File: src/rtl/sqw_pkg.sv
package sqw_pkg;
  // Decrement applied by one tick, chosen from the refill flag, the parity
  // of the full count and the current output level.
  function automatic logic [1:0] step_size(input logic first,
                                           input logic odd,
                                           input logic high);
    if (first && odd) return high ? 2'd1 : 2'd3;
    return 2'd2;
  endfunction
endpackage

File: src/rtl/sqw_gate_sync.sv
module sqw_gate_sync #(
  parameter int STAGES = 2
) (
  input  logic clk,
  input  logic rst_n,
  input  logic gate_in,
  output logic gate_s,
  output logic gate_rise
);
  logic [STAGES-1:0] sr_q;
  logic              last_q;

  generate
    for (genvar i = 0; i < STAGES; i++) begin : g_stage
      if (i == 0) begin : g_first
        always_ff @(posedge clk or negedge rst_n) begin
          if (!rst_n) sr_q[0] <= 1'b0;
          else        sr_q[0] <= gate_in;
        end
      end else begin : g_next
        always_ff @(posedge clk or negedge rst_n) begin
          if (!rst_n) sr_q[i] <= 1'b0;
          else        sr_q[i] <= sr_q[i-1];
        end
      end
    end
  endgenerate

  always_ff @(posedge clk or negedge rst_n) begin
    if (!rst_n) last_q <= 1'b0;
    else        last_q <= sr_q[STAGES-1];
  end

  assign gate_s    = sr_q[STAGES-1];
  assign gate_rise = sr_q[STAGES-1] & ~last_q;
endmodule

File: src/rtl/sqw_half_step.sv
module sqw_half_step #(
  parameter int CW = 17
) (
  input  logic [CW-1:0] cnt,
  input  logic          first,
  input  logic          high,
  output logic [CW-1:0] cnt_dec,
  output logic          term
);
  import sqw_pkg::*;
  logic [1:0]    dec;
  logic [CW-1:0] dec_w;

  always_comb begin
    dec     = step_size(first, cnt[0], high);
    dec_w   = {{(CW-2){1'b0}}, dec};
    term    = (cnt <= dec_w);
    cnt_dec = cnt - dec_w;
  end
endmodule

File: src/rtl/sqw_gen.sv
module sqw_gen #(
  parameter int CNT_W     = 16,
  parameter int SYNC_STGS = 2
) (
  input  logic             clk,
  input  logic             rst_n,
  input  logic             tick_en,
  input  logic             gate_in,
  input  logic             load_stb,
  input  logic [CNT_W-1:0] load_val,
  output logic             wave_out
);
  localparam int CW = CNT_W + 1;

  logic          gate_s, gate_rise;
  logic          armed_q, armed_d;
  logic          first_q, first_d;
  logic          wave_q, wave_d;
  logic [CW-1:0] cnt_q, cnt_d;
  logic [CW-1:0] pend_q, pend_d;
  logic [CW-1:0] cnt_dec, val_ext;
  logic          term, load_ok;

  sqw_gate_sync #(.STAGES(SYNC_STGS)) u_sync (
    .clk(clk), .rst_n(rst_n), .gate_in(gate_in),
    .gate_s(gate_s), .gate_rise(gate_rise)
  );

  sqw_half_step #(.CW(CW)) u_step (
    .cnt(cnt_q), .first(first_q), .high(wave_q),
    .cnt_dec(cnt_dec), .term(term)
  );

  always_comb begin
    val_ext = (load_val == '0) ? {1'b1, {CNT_W{1'b0}}} : {1'b0, load_val};
    load_ok = load_stb && (load_val != {{(CNT_W-1){1'b0}}, 1'b1});
    pend_d  = load_ok ? val_ext : pend_q;
    armed_d = armed_q;
    first_d = first_q;
    wave_d  = wave_q;
    cnt_d   = cnt_q;
    if (!armed_q) begin
      if (load_ok) begin
        armed_d = 1'b1;
        cnt_d   = val_ext;
        first_d = 1'b1;
        wave_d  = 1'b1;
      end
    end else if (!gate_s) begin
      wave_d = 1'b1;
    end else if (gate_rise) begin
      cnt_d   = pend_q;
      first_d = 1'b1;
      wave_d  = 1'b1;
    end else if (tick_en) begin
      if (term) begin
        cnt_d   = pend_q;
        first_d = 1'b1;
        wave_d  = ~wave_q;
      end else begin
        cnt_d   = cnt_dec;
        first_d = 1'b0;
      end
    end
  end

  always_ff @(posedge clk or negedge rst_n) begin
    if (!rst_n) begin
      armed_q <= 1'b0;
      first_q <= 1'b0;
      wave_q  <= 1'b1;
      cnt_q   <= '0;
      pend_q  <= '0;
    end else begin
      armed_q <= armed_d;
      first_q <= first_d;
      wave_q  <= wave_d;
      cnt_q   <= cnt_d;
      pend_q  <= pend_d;
    end
  end

  assign wave_out = wave_q;
endmodule

File: config.mk
export PLATFORM = sky130hd
export DESIGN_NAME = sqw_gen
export DESIGN_NICKNAME = d
export VERILOG_FILES = /design/src/rtl/sqw_pkg.sv /design/src/rtl/sqw_gate_sync.sv /design/src/rtl/sqw_half_step.sv /design/src/rtl/sqw_gen.sv
export SDC_FILE = /design/constraint.sdc
export NUM_CORES = 1
export LEC_CHECK = 0
export BUFFER_PORTS_ARGS = -buffer_cell sky130_fd_sc_hd__buf_2
export CORE_MARGIN = 2
export CORE_UTILIZATION = 45
export CTS_BUF_LIST = sky130_fd_sc_hd__clkbuf_8
export CTS_CLUSTER_DIAMETER = 50
export DETAILED_ROUTE_END_ITERATION = 10
export GPL_TIMING_DRIVEN = 0
export HOLD_SLACK_MARGIN = 0.12
export PLACE_DENSITY = 0.7
export SLEW_MARGIN = 5
export SYNTH_ARGS = -nofsm -noshare
export SYNTH_HDL_FRONTEND = slang
export SYNTH_SLANG_ARGS = --single-unit
File: constraint.sdc
create_clock -name clk -period 2.3 [get_ports clk]
set_input_delay 0.69 -clock clk [delete_from_list [all_inputs] [get_ports clk]]
set_output_delay 0.69 -clock clk [all_outputs]
set_load 0.01 [all_outputs]
Yosys cells after proc, flatten, opt, wreduce, memory -nomap -nowiden
Index checks and enable logic that the tools add are counted.
{"block": "totals", "input_bits": 21, "mem_bits_ro": 0, "latchBits": 0, "output_inout_bits": 1, "regBits": 40, "mem_bits_rw": 0, "mem_count": 0, "elab_cells": 48}
{"block": "op_classes", "shift": 0, "n_eq_ne": 5, "div_mod_pow": 0, "n_addsub": 1, "muxes": 24, "reduce_logical": 6, "magnitude_cmp": 1, "n_mul": 0, "bitwise_logic": 3}
{"cell": "$mux W17", "n": 7}
{"cell": "$le A17 B2 Y1", "n": 1}
{"cell": "$sub A17 B2 Y17", "n": 1}
{"cell": "$logic_not A16 Y1", "n": 1}
{"cell": "$ne A16 B1 Y1 const B", "n": 1}
{"cell": "$mux W1", "n": 14}
{"cell": "$ne A4 B4 Y1 const B", "n": 2}
{"cell": "$mux W2", "n": 3}
{"cell": "$reduce_and A3 Y1", "n": 2}
{"cell": "$ne A3 B3 Y1 const B", "n": 1}
{"cell": "$logic_and A1 B1 Y1", "n": 2}
{"cell": "$ne A2 B1 Y1 const B", "n": 1}
{"cell": "$not A1 Y1", "n": 2}
{"cell": "$reduce_bool A2 Y1", "n": 1}
{"cell": "$and A1 B1 Y1", "n": 1}

Longest topological paths before layout
Gate-level depths: netlist of the first run.
{"block": "logic_depth", "ltp_word": 9, "ltp_mapped": 8, "ltp_nobuf": 7}

Cells and area by module
Synthesis of the first run repeated with hierarchy kept, for this count alone.
{"block": "hier_totals", "hier_cells": 210, "area_unflattened_um2": 2224.6}
{"module": "sqw_gen", "cells_per_inst": 159, "seq_area_each_um2": 927.1, "n_inst": 1, "area_per_inst_um2": 1794.2}
{"module": "sqw_half_step", "cells_per_inst": 47, "seq_area_each_um2": 0.0, "n_inst": 1, "area_per_inst_um2": 341.6}
{"module": "sqw_gate_sync", "cells_per_inst": 4, "seq_area_each_um2": 75.1, "n_inst": 1, "area_per_inst_um2": 88.8}

Least setup slack after synthesis of the first run
No wires, ideal clock.
{"block": "synth_timing", "kind": "input to register", "startpoint": "in load_val[2]", "endpoint": "reg cnt_q[5]", "setup_time_ns": 0.126, "required_time_ns": 2.174, "stages": 6, "arrival_time_ns": 2.243, "setup_slack_ns": -0.069, "path_buffers": 1, "path_cell_list": "nor4_1 > nand4_1 > nand2_1 > buf_4 > mux2_1 > a221o_1"}
{"block": "synth_via", "elab_chain_len": 4, "elab_cells_between_ends": 8, "classes_between": "eq/ne: 1; mux: 3; reduce/logical: 4"}
{"item": "from (decl)", "line": "sqw_gen.sv:10", "rtl": "input logic [CNT_W-1:0] load_val,"}
{"item": "$ne A16 B1 Y1 / $logic_not A16 Y1 (equally long branches)", "line": "sqw_gen.sv:36, sqw_gen.sv:35"}
{"item": "$logic_and A1 B1 Y1 / $mux W17 (equally long branches)", "line": "sqw_gen.sv:36, sqw_gen.sv:35"}
{"item": "$reduce_bool A2 Y1 (no source line) / $mux W17 (equally long branches)"}
{"item": "$reduce_and A3 Y1 (no source line) / $mux W17 (equally long branches)"}
{"item": "to (signal assigned)", "line": "sqw_gen.sv:78", "rtl": "cnt_q <= cnt_d;"}
{"item": "to (decl)", "line": "sqw_gen.sv:19", "rtl": "logic [CW-1:0] cnt_q, cnt_d;"}
Parallel ways exist; a longest one is shown, timed or not. The select of a mux whose other input is x is not followed.
A chain may end at the register's enable or synchronous reset.

Final worst setup path of the first run
{"block": "layout_timing", "startpoint": "in load_val[15]", "endpoint": "reg cnt_q[5]"}
Same word-level chain as after synthesis.

==> results of run 1 <==
## logic make-up after synthesis
group | share of synthesized area, %
DFF | 41.65
AOI/OAI and AO/OA | 23.40
and+or+nand+nor | 20.90
muxes | 6.864
buffers and inverters | 3.484
xor gates and xnor gates | 2.184
other | 0.1559
adders and majority gates | 1.352
## power groups by stage
stage,logic [mW],clock network (mW),registers [mW]
2_1_floorplan,0.541,0,0.953
3_3_place_gp,0.687,0,0.991
3_5_place_dp,0.695,0,0.993
4_1_cts,0.711,0.524,0.981
5_1_grt,0.898,0.562,1.01
6_report,0.807,0.519,0.994
## cell usage after synthesis (5+ instances only)
master	count
o21ai_1	10
nand2_1	30
clkbuf_1	8
dfrtp_1	39
a21oi_1	13
nor4_1	10
nor2_1	15
mux2_1	12
a221o_1	5
nand3_1	11
o21ai_0	5
o211ai_1	6
a41oi_1	5
## critical path, stage by stage
cell and delay (ns):
buf_2 0.12, nor4_4 0.35, nand4_1 0.26, nand2_1 0.15, buf_4 0.21, mux2_1 0.34
a221o_1 0.28
## metal layers
metal / up-vias / track usage [%] / wire (um)
li1: 1044 / - / -
met1: 1082 / 33.53 / 3133
met2: 82 / 34.35 / 3004
met3: 13 / 5.647 / 395
met4: 0 / 9.643 / 118
met5: - / 0 / 0
## area by class of cell
type	count	area, um2
Buffer	12	66.31
Sequential cell	40	1002
Multi-Input combinational cell	197	1425
Fill cell	494	2272
Clock buffer	7	96.34
Inverter	4	15.01
Tap cell	70	87.58
Timing Repair Buffer	30	175.2
## registers in the layout (all words and copies together) (netlist names)
name / cells
armed_q: 1
wave_out: 1
u_sync.gate_s: 1
cnt_q: 17
first_q: 1
u_sync.last_q: 1
u_sync.sr_q: 1
pend_q: 17
## cells in the final DEF, fill, tap and decap left out, drive strengths merged, types with 3 or more instances in the layout
| cell type | count |
|---|---|
| a21oi | 13 |
| nand2 | 30 |
| a21o | 4 |
| nor2 | 15 |
| mux2 | 12 |
| xor2 | 4 |
| clkbuf | 14 |
| a221o | 5 |
| nor4 | 12 |
| mux2i | 3 |
| a41oi | 5 |
| dfrtp | 39 |
| o21ai | 15 |
| and2 | 4 |
| nand4 | 5 |
| inv | 4 |
| nor2b | 3 |
| o22ai | 4 |
| o211ai | 6 |
| nor3 | 4 |
| nand2b | 3 |
| nand3 | 11 |
| buf | 35 |
## how the worst min path moves through the flow
stage	start	endpoint	slack, ns	cells after the start
4_1_cts	u_sync.sr_q[0]$_DFF_PN0_	u_sync.gate_s$_DFF_PN0_	0.36	0
3_3_place_gp	u_sync.sr_q[0]$_DFF_PN0_	u_sync.gate_s$_DFF_PN0_	0.33	0
2_1_floorplan	u_sync.sr_q[0]$_DFF_PN0_	u_sync.gate_s$_DFF_PN0_	0.33	0
6_report	u_sync.sr_q[0]$_DFF_PN0_	u_sync.gate_s$_DFF_PN0_	0.36	0
5_1_grt	u_sync.sr_q[0]$_DFF_PN0_	u_sync.gate_s$_DFF_PN0_	0.37	0
3_5_place_dp	u_sync.sr_q[0]$_DFF_PN0_	u_sync.gate_s$_DFF_PN0_	0.33	0
## timing repair
action | 4_1_cts | 5_1_grt
setup endpoints to repair | 20 | 18
endpoints found under the hold margin | 0 | 0
hold buffers | 0 | 0
pin swaps | 2 | 5
resized for setup | 3 | 14
setup buffers | 3 | 7
## through the flow
step / instances / area, um2 / hold WS, ns
floorplan: 254 / 2425 / 0.3312
global route: 360 / 2868 / 0.3722
finish: 360 / 2868 / 0.3580
global placement: 344 / 2613 / 0.3335
detailed placement: 344 / 2613 / 0.3347
CTS: 354 / 2745 / 0.3632
==> results.py, run 1 <==
metrics = {
    "run_status": {
        "status": "complete, no violations",
    },
    "timing": {
        "hold_viol": 0,
        "min_period_ns": 2.236,
        "setup_violations": 0,
        "clock_skew_ns": 0.005766,
        "rsz0062_at_grt": "yes",
        "slew_viol_final": 0,
        "fin_ws_ns": 0.06430,
        "finalCritPeriodShare_pct": 97.20,
        "tightest_slew_ns": 0.9150,
        "fin_tns_setup_ns": 0,
        "relSlewSlack_pct": 39.00,
        "fmax_ghz": 0.4473,
    },
    "power_and_ir_drop": {
        "power.total_mw": 2.320,
        "power_switching_mw": 0.8638,
        "p_per_area_nw_per_um2": 808.8,
        "clkPwrFrac_pct": 22.4,
        "vdd_drop_max_uv": 502.0,
        "p_int_mw": 1.456,
        "comb_power_share_pct": 34.8,
        "p_leak_nw": 1.176,
        "p_sw_share_pct": 37.24,
        "pwr-share-seq_pct": 42.8,
    },
    "setup_path": {
        "worst-path-max-fanout": 10,
        "cp.required_ns": 2.48,
        "arrival_ns": 2.42,
        "worstRegToRegCells": 7,
        "regToRegStartpoint": "cnt_q[3]$_DFFE_PN0P_",
        "critPathLaunch": "load_val[15]",
        "reg2reg_slack_ns": 0.10,
        "worstSetupStartpointType": "input pin",
        "crit_type": "in -> reg",
        "r2r-end": "cnt_q[14]$_DFFE_PN0P_",
        "cp-end-kind": "register",
        "endpoint": "cnt_q[5]$_DFFE_PN0P_",
    },
    "route": {
        "drc_errors": 0,
        "drt_iter0_drc": 195,
        "wl_um": 6651,
        "drtAntennaViolNets": 0,
        "wl_per_cell_um": 18.48,
        "drt_first_pass_iters": 4,
        "vias": 2221,
        "avgViaCountPerCell": 6.169,
    },
    "logic_synthesis": {
        "synth_area_leaders": "dfrtp_1 (41%), mux2_1 (5.6%), nand2_1 (4.7%)",
        "yosysSeqAreaShare_pct": 41.65,
        "ys_ff_latch": 40,
        "synth-warning-count": 0,
        "synth_top_area_share_pct": 40.56,
        "synth_flop_cell": "dfrtp_1",
        "synth.largest_area_cell": "dfrtp_1",
        "synth_edf_count": 0,
        "syn_area_per_cell_um2": 9.473,
        "ys_async_sr_fraction_pct": 100.0,
        "netlist_area_um2": 2406,
        "synth_cell_types": 58,
        "synth_cells": 254,
        "synth.net_count": 277,
    },
    "clocking": {
        "insertion_delay_ns": 0.29,
        "cts_sinks": 40,
        "max-clock-path-buffers": 2,
        "cts_tree": "done",
        "path_clk_slew_ns": 0.08,
        "numCtsBuffers": 5,
        "cts_root_buf": "clkbuf_8",
        "htreeDepth": 2,
    },
    "placed_design": {
        "portBuffers": 20,
        "place_ws_ns": -0.5863,
        "hpwl_um": 4656,
        "gp_congestion": 0.9903,
    },
    "die": {
        "chipHeight_um": 77.12,
        "dieWidth_um": 77.12,
        "initial_core_util_pct": 46.81,
        "rows": 26,
        "io_pins": 22,
        "die_area_um2": 5947,
        "core_um2": 5140,
    },
    "final_layout": {
        "drive_gt1_share_pct": 22.07,
        "nets": 313,
        "diodes": 0,
        "synthToLayoutAreaGrowth_pct": 19.19,
        "utilization_pct": 55.79,
    },
    "global_routing": {
        "grtUsageTotal_pct": 23.58,
        "grt_pass1_wl_um": 10900,
        "first_global_vias": 2092,
        "antenna_found_initial": 0,
        "grt_max_degree": 41,
        "overflow": 0,
    },
    "job": {
        "cap_violations": 0,
    },
    "hold_path": {
        "min_path_type": "reg -> reg",
    },
}
Power figures use the tool's default switching activity.
==> run 2: changes to the inputs <==
CORE_UTILIZATION = 55   (was 45)
PLACE_DENSITY = 0.82   (was 0.7)
==> results.py, run 2 (synthesized netlist as in run 1, its figures left out) <==
metrics = {
    "run_status": {
        "status": "complete, no violations",
    },
    "route": {
        "vias": 2312,
        "avgViaCountPerCell": 6.780,
        "drt_iter0_drc": 242,
        "drtAntennaViolNets": 0,
        "drt_first_pass_iters": 4,
        "wl_per_cell_um": 20.39,
        "wl_um": 6953,
        "drc_errors": 0,
    },
    "final_layout": {
        "biggestRegsByFlops": "cnt_q (17), pend_q (17)",
        "layout.cells.non_filler": 341,
        "synthToLayoutAreaGrowth_pct": 16.48,
        "diodes": 0,
        "fill_cells": 366,
        "final_common_cell": "dfrtp_1",
        "nets": 311,
        "utilization_pct": 65.27,
        "mostFrequentLayoutCells": "dfrtp_1 (39), nand2_1 (30), buf_2 (21)",
        "drive_gt1_share_pct": 20.42,
    },
    "clocking": {
        "cts_root_buf": "clkbuf_8",
        "max-clock-path-buffers": 2,
        "insertion_delay_ns": 0.30,
        "path_clk_slew_ns": 0.08,
        "numCtsBuffers": 5,
        "htreeDepth": 2,
        "cts_sinks": 40,
        "cts_tree": "done",
    },
    "placed_design": {
        "hpwl_um": 4769,
        "gp_congestion": 0.9738,
        "portBuffers": 20,
        "dp_cells": 326,
    },
    "timing": {
        "hold_viol": 0,
        "min_period_ns": 2.252,
        "fmax_ghz": 0.4440,
        "rsz0062_at_grt": "no",
        "slew_viol_final": 0,
        "tightest_slew_ns": 0.9057,
        "setup_violations": 0,
        "relSlewSlack_pct": 39.62,
        "clock_skew_ns": 0.007733,
        "finalCritPeriodShare_pct": 97.93,
    },
    "global_routing": {
        "grt_pass1_wl_um": 11140,
        "grtUsageTotal_pct": 29.42,
        "grt_max_degree": 41,
        "first_global_vias": 2167,
        "antenna_found_initial": 0,
        "overflow": 0,
    },
    "job": {
        "cap_violations": 0,
    },
    "hold_path": {
        "min_path_type": "reg -> reg",
        "holdPathStages": 0,
    },
    "die": {
        "io_pins": 22,
        "chipHeight_um": 70.14,
        "dieWidth_um": 70.14,
        "initial_core_util_pct": 56.03,
        "die_area_um2": 4920,
        "core_um2": 4294,
        "rows": 24,
    },
    "setup_path": {
        "crit_type": "in -> reg",
        "worstSetupStartpointType": "input pin",
        "cp.required_ns": 2.48,
        "worst-path-max-fanout": 10,
        "cp-end-kind": "register",
        "worstRegToRegCells": 6,
        "arrival_ns": 2.44,
    },
    "power_and_ir_drop": {
        "p_per_area_nw_per_um2": 805.7,
        "p_int_mw": 1.376,
        "p_sw_share_pct": 39.04,
        "power_switching_mw": 0.8816,
        "vdd_drop_max_uv": 428.0,
        "p_leak_nw": 1.166,
        "comb_power_share_pct": 35.6,
        "clkPwrFrac_pct": 20.0,
        "pwr-share-seq_pct": 44.4,
    },
}
==> run 2: cell types whose count changed in the layout (fill, tap and decap cells not counted), sizes merged <==
cell,delta
buf,-3
inv,+3
clkbuf,-1
==> run 2: worst paths after layout <==
check | slack, ns | end | from
worst max register to register | 0.07 | cnt_q[14]$_DFFE_PN0P_ | cnt_q[0]$_DFFE_PN0P_
worst min-delay path | 0.36 | u_sync.gate_s$_DFF_PN0_ | u_sync.sr_q[0]$_DFF_PN0_
min in group asynchronous | 0.52 | cnt_q[13]$_DFFE_PN0P_ | rst_n
max in group asynchronous | 1.22 | cnt_q[8]$_DFFE_PN0P_ | rst_n
worst min register to register | 0.36 | u_sync.gate_s$_DFF_PN0_ | u_sync.sr_q[0]$_DFF_PN0_
worst max-delay path | 0.05 | cnt_q[5]$_DFFE_PN0P_ | load_val[15]
==> run 2: through the flow <==
step | setup TNS [ns] | instance area, um2 | power [mW] | hold slack, ns | worst slack [ns]
finish | 0 | 2803 | 2.258 | 0.3565 | 0.04751
global route | 0 | 2803 | 2.370 | 0.3709 | 0.003605
CTS | 0 | 2721 | 2.179 | 0.3582 | 0.0007065
detailed placement | -11.75 | 2590 | 1.699 | 0.3427 | -0.6594
global placement | -10.35 | 2590 | 1.673 | 0.3344 | -0.5855
floorplan | 0 | 2425 | 1.495 | 0.3312 | 0.001461
==> run 2: cell type report <==
class,count,area [um2],share of cell area [%]
clock buffer,5,68.82,2.455
tap,52,65.06,2.321
multi-input combinational,197,1414,50.45
sequential,40,1002,35.76
buffer,13,73.82,2.634
clock inverter,3,11.26,0.4018
timing repair buffer,27,152.6,5.446
inverter,4,15.01,0.5357
==> run 2: layer usage <==
layer  vias to the layer above  GRT usage, %  wire [um]
met3                        20         5.195        561
met5                         -             0          0
li1                       1040             -          -
met4                         0         11.97        154
met1                      1128         41.32       2970
met2                       124         45.29       3267
==> run 2: repair_timing <==
action | 4_1_cts | 5_1_grt
cloned | 0 | 0
pin swaps | 3 | 2
resized for setup | 3 | 14
setup buffers | 5 | 2
hold buffers | 0 | 0
endpoints found under the setup margin | 28 | 13
==> run 2: critical path: stages <==
cell	delay [ns]
buf_2	0.13
nor4_4	0.37
nand4_1	0.23
nand2_1	0.14
buf_4	0.22
mux2_1	0.35
a221o_1	0.30
==> run 2: power groups by stage <==
stage | Clock (mW) | Combinational, mW | Sequential, mW
floorplan | 0 | 0.541 | 0.953
global placement | 0 | 0.682 | 0.991
detailed placement | 0 | 0.702 | 0.998
CTS | 0.451 | 0.741 | 0.987
global route | 0.482 | 0.870 | 1.02
finish | 0.452 | 0.803 | 1.00
==> run 3: changes to the inputs <==
CORE_MARGIN = unset   (was 2)
==> results.py, run 3 (synthesized netlist as in run 1, its figures left out) <==
metrics = {
    "placed_design": {
        "portBuffers": 20,
        "gp_congestion": 0.9583,
        "hpwl_um": 4755,
        "placement.cell_area_um2": 2587,
    },
    "timing": {
        "tightest_slew_ns": 0.9328,
        "fmax_ghz": 0.4450,
        "min_period_ns": 2.247,
        "fin_hold_ws_ns": 0.3714,
        "relSlewSlack_pct": 37.81,
        "clock_skew_ns": 0.01063,
        "setup_violations": 0,
        "slew_viol_final": 0,
        "hold_viol": 0,
        "finalCritPeriodShare_pct": 97.72,
    },
    "clocking": {
        "cts_root_buf": "clkbuf_8",
        "numCtsBuffers": 5,
        "insertion_delay_ns": 0.30,
        "htreeDepth": 2,
        "cts_sinks": 40,
        "cts_hold_buf": 0,
        "cts_tree": "done",
        "path_clk_slew_ns": 0.07,
        "max-clock-path-buffers": 2,
    },
    "route": {
        "avgViaCountPerCell": 6.625,
        "drt_iter0_drc": 253,
        "drtAntennaViolNets": 0,
        "vias": 2259,
        "drt_first_pass_iters": 6,
        "drc_errors": 0,
        "wl_um": 6931,
        "wl_per_cell_um": 20.33,
    },
    "final_layout": {
        "mostFrequentLayoutCells": "dfrtp_1 (39), nand2_1 (30), buf_2 (21)",
        "finalInstanceArea_um2": 2831,
        "drive_gt1_share_pct": 22.34,
        "biggestRegsByFlops": "cnt_q (17), pend_q (17)",
        "diodes": 0,
        "nets": 314,
        "final_common_cell": "dfrtp_1",
        "synthToLayoutAreaGrowth_pct": 17.68,
    },
    "setup_path": {
        "arrival_ns": 2.43,
        "cp-end-kind": "register",
        "worstSetupStartpointType": "register",
        "worst-path-max-fanout": 9,
        "critical_path.max_stage_delay_ns": 0.58,
        "cp.required_ns": 2.48,
        "crit_type": "reg -> reg",
        "critPathSlowestCell": "dfstp_2",
        "crit_chain": "and3_4, ha_2, nor2_4, a21oi_4, o21ai_2, buf_6, o21ai_1, a211o_1",
    },
    "hold_path": {
        "min_path_type": "reg -> reg",
    },
    "global_routing": {
        "antenna_found_initial": 0,
        "grt_pass1_wl_um": 10830,
        "gr-usage-met2_pct": 52.45,
        "grt-busiest-layer": "met2",
        "first_global_vias": 2157,
        "overflow": 0,
        "globalRouteMet1Util_pct": 42.78,
        "met3_usage_pct": 6.500,
        "grtUsageTotal_pct": 33.05,
        "grt_max_degree": 41,
    },
    "die": {
        "dieWidth_um": 68.14,
        "core_um2": 4086,
        "rows": 23,
        "die_area_um2": 4643,
        "chipHeight_um": 68.14,
        "io_pins": 22,
        "initial_core_util_pct": 58.88,
    },
    "power_and_ir_drop": {
        "power_switching_mw": 0.8791,
        "p_leak_nw": 1.179,
        "clkPwrFrac_pct": 19.6,
        "p_per_area_nw_per_um2": 799.8,
        "p_int_mw": 1.385,
        "pwr-share-seq_pct": 44.0,
        "vdd_drop_max_uv": 601.3,
        "comb_power_share_pct": 36.4,
        "p_sw_share_pct": 38.82,
    },
    "job": {
        "cap_violations": 0,
    },
    "run_status": {
        "status": "complete, no violations",
    },
}
run 3: area by class of cell:
type | instances | area, um2
inverters | 4 | 15.01
clock inverters | 2 | 8.758
multi-input cells | 197 | 1424
fillers | 332 | 1255
plain buffers | 13 | 75.07
clock buffers | 5 | 68.82
repair buffers | 30 | 175.2
well taps | 50 | 62.56
flip-flops and latches | 40 | 1002
run 3: power groups by stage:
| stage | Sequential, mW | Clock [mW] | Combinational (mW) |
|---|---|---|---|
| final | 0.996 | 0.445 | 0.823 |
| after global routing | 1.02 | 0.479 | 0.906 |
| after detailed placement | 0.992 | 0 | 0.702 |
| after global placement | 0.990 | 0 | 0.683 |
| after CTS | 0.982 | 0.456 | 0.724 |
| after floorplan | 0.953 | 0 | 0.541 |
run 3: what timing repair did:
action                                  4_1_cts  5_1_grt
pin swaps                                     2        6
endpoints found under the setup margin       20       12
endpoints found under the hold margin         0        0
buffers inserted                              2        8
resized for setup                             4       18
run 3: stage by stage:
stage	total power, mW	instances	util [%]	TNS, ns	setup slack [ns]
final	2.265	341	69.29	0	0.05255
after global routing	2.402	341	69.29	-0.002222	-0.002222
after CTS	2.163	333	66.01	0	0.005491
after detailed placement	1.694	324	63.32	-10.88	-0.6086
after global placement	1.673	324	63.32	-11.46	-0.6252
after floorplan	1.495	254	-	0	0.001461
run 3: worst max-delay path: cells and delay by family, from the launching register on:
family                     cells  cell delay (ns)
adders and majority gates      1             0.32
buffers and inverters          1             0.17
AOI/OAI and AO/OA              4             0.63
and+or+nand+nor                2             0.42
DFF                            1             0.58
run 3: final timing paths:
path | cells past startpoint | startpoint | endpoint | slack (ns)
max reg2reg | 8 | wave_out$_DFFE_PN1P_ | cnt_q[14]$_DFFE_PN0P_ | 0.05
min in group asynchronous | 1 | rst_n | cnt_q[1]$_DFFE_PN0P_ | 0.52
min reg2reg | 0 | u_sync.sr_q[0]$_DFF_PN0_ | u_sync.gate_s$_DFF_PN0_ | 0.37
max | 8 | wave_out$_DFFE_PN1P_ | cnt_q[14]$_DFFE_PN0P_ | 0.05
min | 0 | u_sync.sr_q[0]$_DFF_PN0_ | u_sync.gate_s$_DFF_PN0_ | 0.37
max in group asynchronous | 1 | rst_n | cnt_q[13]$_DFFE_PN0P_ | 1.18
run 3: per-layer routing:
metal	wire length, um	up-vias
li1	-	1047
met1	2979	1077
met2	3270	112
met3	475	23
met4	205	0
met5	0	-
